`src/rtl/tmr_bank_pkg.sv`:
```
package tmr_bank_pkg;

    localparam int DATA_W  = 32;
    localparam int ADDR_W  = 8;
    localparam int CTRL_W  = 8;
    localparam int SRC_W   = 2;
    localparam int NUM_SRC = 1 << SRC_W;
    localparam int DIV_W   = 3;

    localparam logic [ADDR_W-1:0] OFS_EN  = 8'h00;
    localparam logic [ADDR_W-1:0] OFS_PND = 8'h04;

    typedef enum logic [3:0] {
        SUB_CTRL = 4'h0,
        SUB_IVAL = 4'h4,
        SUB_CNT  = 4'h8
    } chan_sub_e;

    // Field order follows the control byte, bit 7 down to bit 0.
    typedef struct packed {
        logic             oneshot;
        logic [DIV_W-1:0] div;
        logic [SRC_W-1:0] src;
        logic             reload;
        logic             run;
    } tmr_ctrl_t;

    function automatic logic chan_hit(input logic [ADDR_W-1:0] a,
                                      input int unsigned ch,
                                      input chan_sub_e sub);
        return (a[7:4] == 4'(ch + 1)) && (a[3:0] == sub);
    endfunction

endpackage

```
`src/rtl/tmr_div.sv`:
```
module tmr_div
    import tmr_bank_pkg::*;
(
    input  logic             clk,
    input  logic             rst,
    input  logic             restart,
    input  logic             tick,
    input  logic [DIV_W-1:0] limit,
    output logic             pulse
);
    logic [DIV_W-1:0] phase_q;

    assign pulse = tick && (phase_q >= limit);

    always_ff @(posedge clk) begin
        if (rst || restart) begin
            phase_q <= '0;
        end else if (tick) begin
            phase_q <= pulse ? '0 : phase_q + 1'b1;
        end
    end
endmodule

```
`src/rtl/tmr_chan.sv`:
```
module tmr_chan
    import tmr_bank_pkg::*;
(
    input  logic               clk,
    input  logic               rst,
    input  logic [NUM_SRC-1:0] tick_src,
    input  logic               ctrl_we,
    input  logic               ival_we,
    input  logic               cnt_we,
    input  logic [DATA_W-1:0]  wdata,
    output tmr_ctrl_t          ctrl_q,
    output logic [DATA_W-1:0]  ival_q,
    output logic [DATA_W-1:0]  cnt_q,
    output logic               expire
);
    logic gated_tick;
    logic step;
    logic at_one;

    assign gated_tick = ctrl_q.run && tick_src[ctrl_q.src];
    assign at_one     = (cnt_q == DATA_W'(1));
    assign expire     = step && at_one && !cnt_we;

    tmr_div div_i (
        .clk     (clk),
        .rst     (rst),
        .restart (ctrl_we || !ctrl_q.run),
        .tick    (gated_tick),
        .limit   (ctrl_q.div),
        .pulse   (step)
    );

    always_ff @(posedge clk) begin
        if (rst) begin
            ctrl_q <= '0;
        end else if (ctrl_we) begin
            ctrl_q <= tmr_ctrl_t'(wdata[CTRL_W-1:0]);
        end else if (expire && ctrl_q.oneshot) begin
            ctrl_q.run <= 1'b0;
        end
    end

    always_ff @(posedge clk) begin
        if (rst) begin
            ival_q <= '0;
        end else if (ival_we) begin
            ival_q <= wdata;
        end
    end

    always_ff @(posedge clk) begin
        if (rst) begin
            cnt_q <= '0;
        end else if (cnt_we) begin
            cnt_q <= wdata;
        end else if (step && cnt_q != '0) begin
            if (!at_one) begin
                cnt_q <= cnt_q - 1'b1;
            end else if (!ctrl_q.oneshot && ctrl_q.reload) begin
                cnt_q <= ival_q;
            end else begin
                cnt_q <= '0;
            end
        end
    end
endmodule

```
`src/rtl/tmr_bank.sv`:
```
module tmr_bank
    import tmr_bank_pkg::*;
#(
    parameter int NUM_CH = 6
) (
    input  logic               clk,
    input  logic               rst,
    input  logic [ADDR_W-1:0]  bus_addr,
    input  logic               bus_wr,
    input  logic [DATA_W-1:0]  bus_wdata,
    output logic [DATA_W-1:0]  bus_rdata,
    input  logic [NUM_SRC-1:0] tick_src,
    output logic               irq
);
    logic [NUM_CH-1:0] en_q;
    logic [NUM_CH-1:0] pnd_q;
    logic              en_we;
    logic              pnd_we;

    tmr_ctrl_t               ctrl_all [NUM_CH];
    logic [NUM_CH-1:0][DATA_W-1:0] ival_all;
    logic [NUM_CH-1:0][DATA_W-1:0] cnt_all;
    logic [NUM_CH-1:0] ctrl_we_v;
    logic [NUM_CH-1:0] ival_we_v;
    logic [NUM_CH-1:0] cnt_we_v;
    logic [NUM_CH-1:0] expire_v;
    logic [NUM_CH-1:0] run_v;
    logic [NUM_CH-1:0] oneshot_v;

    assign en_we  = bus_wr && (bus_addr == OFS_EN);
    assign pnd_we = bus_wr && (bus_addr == OFS_PND);

    for (genvar g = 0; g < NUM_CH; g++) begin : g_ch
        assign ctrl_we_v[g] = bus_wr && chan_hit(bus_addr, g, SUB_CTRL);
        assign ival_we_v[g] = bus_wr && chan_hit(bus_addr, g, SUB_IVAL);
        assign cnt_we_v[g]  = bus_wr && chan_hit(bus_addr, g, SUB_CNT);
        assign run_v[g]     = ctrl_all[g].run;
        assign oneshot_v[g] = ctrl_all[g].oneshot;

        tmr_chan chan_i (
            .clk      (clk),
            .rst      (rst),
            .tick_src (tick_src),
            .ctrl_we  (ctrl_we_v[g]),
            .ival_we  (ival_we_v[g]),
            .cnt_we   (cnt_we_v[g]),
            .wdata    (bus_wdata),
            .ctrl_q   (ctrl_all[g]),
            .ival_q   (ival_all[g]),
            .cnt_q    (cnt_all[g]),
            .expire   (expire_v[g])
        );
    end

    always_ff @(posedge clk) begin
        if (rst) begin
            en_q  <= '0;
            pnd_q <= '0;
        end else begin
            if (en_we) begin
                en_q <= bus_wdata[NUM_CH-1:0];
            end
            pnd_q <= (pnd_q & ~(pnd_we ? bus_wdata[NUM_CH-1:0] : '0)) | expire_v;
        end
    end

    assign irq = |(pnd_q & en_q);

    always_comb begin
        bus_rdata = '0;
        if (bus_addr == OFS_EN) begin
            bus_rdata[NUM_CH-1:0] = en_q;
        end else if (bus_addr == OFS_PND) begin
            bus_rdata[NUM_CH-1:0] = pnd_q;
        end
        for (int i = 0; i < NUM_CH; i++) begin
            if (chan_hit(bus_addr, i, SUB_CTRL)) bus_rdata = DATA_W'(ctrl_all[i]);
            if (chan_hit(bus_addr, i, SUB_IVAL)) bus_rdata = ival_all[i];
            if (chan_hit(bus_addr, i, SUB_CNT))  bus_rdata = cnt_all[i];
        end
    end
endmodule

```
`config.mk`:
```
export PLATFORM = sky130hd
export DESIGN_NAME = tmr_bank
export DESIGN_NICKNAME = d
export VERILOG_FILES = /design/src/rtl/tmr_bank_pkg.sv /design/src/rtl/tmr_div.sv /design/src/rtl/tmr_chan.sv /design/src/rtl/tmr_bank.sv
export SDC_FILE = /design/constraint.sdc
export NUM_CORES = 1
export LEC_CHECK = 0
export BUFFER_PORTS_ARGS = -buffer_cell sky130_fd_sc_hd__buf_2
export CAP_MARGIN = 10
export CORE_ASPECT_RATIO = 1.1
export CORE_UTILIZATION = 45
export CTS_BUF_LIST = sky130_fd_sc_hd__clkbuf_8
export CTS_CLUSTER_SIZE = 25
export DETAILED_ROUTE_END_ITERATION = 10
export HOLD_SLACK_MARGIN = 0.05
export SYNTH_ARGS = -nofsm -noshare
export SYNTH_HDL_FRONTEND = slang
export SYNTH_SLANG_ARGS = --single-unit
export TNS_END_PERCENT = 20
```
`constraint.sdc`:
```
create_clock -name clk -period 4.4 [get_ports clk]
set_input_delay 0.44 -clock clk [delete_from_list [all_inputs] [get_ports clk]]
set_output_delay 0.44 -clock clk [all_outputs]
set_load 0.02 [all_outputs]
```
==> flow_metrics.env <==
export IMPL_synth_cells=4078
export IMPL_antenna_found_initial=2
export IMPL_clock_sinks=462
export IMPL_layout_commonest_cell="nand2_1"
export IMPL_fmax_ghz=0.260
export IMPL_grt_max_degree=138
export IMPL_hold_start="rst"
export IMPL_clk_path_buf_depth=3
export IMPL_dp_slack_ps=643
export IMPL_ant_nets=0
export IMPL_drt_initial_drc_count=4870
export IMPL_timing_rr_start="g_ch[0].chan_i.cnt_q[0]"
export IMPL_place_hpwl_mm=96.7
export IMPL_cts_made_buffers=86
export IMPL_yosysWarnings=0
export IMPL_critPathTopFamily="compound AO/OA/AOI/OAI gates"
export IMPL_peakVddDrop_v=0.000295
export IMPL_yosysSeqAreaShare=0.315
export IMPL_rrSetupSlack_ps=1070
export IMPL_fp_dieH_um=270
export IMPL_die_w_um=245
export IMPL_pin_count=80
export IMPL_async_reset_ff_frac=0
export IMPL_p_leak_uw=0.0115
export IMPL_place_inst=4739
export IMPL_slowest_delay_ps=820
export IMPL_fillerInstances=6476
export IMPL_critPathBufInv=3
export IMPL_hp_class="in2reg"
export IMPL_fin_crit_ps=3850
export IMPL_ys_seq_elements=462
export IMPL_required_ps=3960
export IMPL_fin_ws_ps=547
export IMPL_synthDistinctLibCells=85
export IMPL_ctsRootBufferMaster="clkbuf_8"
export IMPL_drc=0
export IMPL_dr_pass1_iters=7
export IMPL_fin_crit_sh=0.876
export IMPL_fin_nets=4069
export IMPL_initial_core_util=0.457
export IMPL_placementRows=97
export IMPL_cp_arrival_ps=3410
export IMPL_post_cts_resized=0
export IMPL_total_power_uw=9650
export IMPL_synth_top_cells_by_area="dfxtp_1, nand2_1, a21oi_1"
export IMPL_cts_htree_levels=3
export IMPL_syn_nets=4161
export IMPL_overflow=0
export IMPL_rsz0062_at_grt="no"
export IMPL_critPathLaunch="bus_addr[4]"
export IMPL_power_density_nw_per_um2=297
export IMPL_start_kind="input pin"
export IMPL_final_cell_mix="nand2_1, a21oi_1, dfxtp_1"
export IMPL_yosysTopAreaCell="dfxtp_1"
export IMPL_drv_cap=0
export IMPL_syn_area_per_cell_um2=7.19
export IMPL_via_per_inst=6.80
export IMPL_synth_top_flop_cell="dfxtp_1"
export IMPL_grt_pass1_vias=30602
export IMPL_drive_above_1_share=0.115
export IMPL_criticalPathCategory="in2out"
export IMPL_setup_viol_count_final=0
export IMPL_die_area_um2=66200
export IMPL_routed_wl_mm=136
export IMPL_yosysTopAreaCellShare=0.315
export IMPL_fin_cells=4900
export IMPL_wl_per_cell_um=27.8
export IMPL_clkLatencyLatePin_ps=690
export IMPL_port_buffers=79
export IMPL_slew_viol_final=0
export IMPL_grt_pass1_wl_mm=203
export IMPL_synth_edff_count=0
export IMPL_path_clk_slew_ps=60
export IMPL_timing_final_hold_violations=0
export IMPL_area_delta_synth_final_pct=10.8
export IMPL_cpMaxStageDelayCell="o31ai_1"
export IMPL_worst_path_max_fanout=42
export IMPL_grt_use_total=0.400
export IMPL_cts_setup_buffers=0
export IMPL_skew_ps=33.0
export IMPL_status="finished, final reports clean"
export IMPL_tightest_slew_ps=1190
export IMPL_slew_headroom=0.206
export IMPL_fin_setup_tns_ps=0
export IMPL_ctsHoldBuffers=0
export IMPL_netlist_area_um2=29300
export IMPL_cp_cell_sequence="buf_2 -> nor4b_2 -> buf_4 -> a21oi_1 -> o22ai_1 -> a21oi_1 -> o31ai_1 -> buf_2"
export IMPL_place_congestion=1.04
export IMPL_crit_path_end_kind="output port"
export IMPL_cts_tree="done"
export IMPL_vias=33332
export IMPL_coreArea_um2=64100
-- Yosys cell counts (all sizes together), types with 27 or more instances --
cell	number
nand2	678
a21oi	496
dfxtp	462
clkbuf	353
nor2	322
o21ai	199
nand3	132
a22oi	116
nor3	114
nor4	85
a211oi	81
o22ai	67
o31ai	57
xor2	52
and3	51
a31oi	50
inv	49
nand4	47
buf	46
a311oi	45
ha	36
a221oi	35
xnor2	34
or4	32
o221ai	30
or3	29
a22o	27
o221a	27
-- sequential cells by signal (all words and copies together) (netlist names) --
signal and count:
g_ch.chan_i.cnt_q 192, g_ch.chan_i.ival_q 192, g_ch.chan_i.ctrl_q 48, g_ch.chan_i.div_i.phase_q 18, en_q 6, pnd_q 6
-- cells by family after synthesis --
kind of cell,Yosys count,share of synthesized area
compound gates,1404,0.311
buf+inv,450,0.0598
xor+xnor,86,0.0257
flops,462,0.315
fa+ha+maj,36,0.0154
simple gates,1602,0.256
mux,38,0.0166
-- layout make-up --
class,instances,area (um^2),area share
multi-input cells,3166,18500,0.569
diodes,2,5.00,0.000154
repair buffers,219,1540,0.0475
clock buffers,118,1620,0.0500
inverters,51,191,0.00589
well taps,841,1050,0.0324
clock inverters,41,347,0.0107
flip-flops and latches,462,9250,0.285
-- layer usage --
layer / GRT usage / wire length, um / vias to the layer above
li1: - / - / 14967
met5: 0 / 0 / -
met3: 0.0661 / 14500 / 349
met2: 0.623 / 60500 / 2142
met4: 0.177 / 6550 / 0
met1: 0.539 / 54800 / 15874
-- stage by stage --
step	util	hold WS [ps]	area [um^2]
finish	0.507	145	32500
global route	0.507	145	32500
CTS	0.507	106	32500
detailed placement	0.476	449	30500
global placement	0.476	444	30500
floorplan	-	436	29300
-- path summary, 6_finish.rpt --
kind	end	cells after the start
max	bus_rdata[9]	8
min	pnd_q[2]	2
max reg2reg	g_ch[0].chan_i.cnt_q[15]	9
min reg2reg	g_ch[1].chan_i.ctrl_q[5]	2
-- where the power goes --
| group | switching (uW) | internal (uW) |
|---|---|---|
| logic | 506 | 155 |
| clock network | 2050 | 2740 |
| registers | 11.1 | 4190 |
No activity file was read; power rests on OpenSTA's default activity.
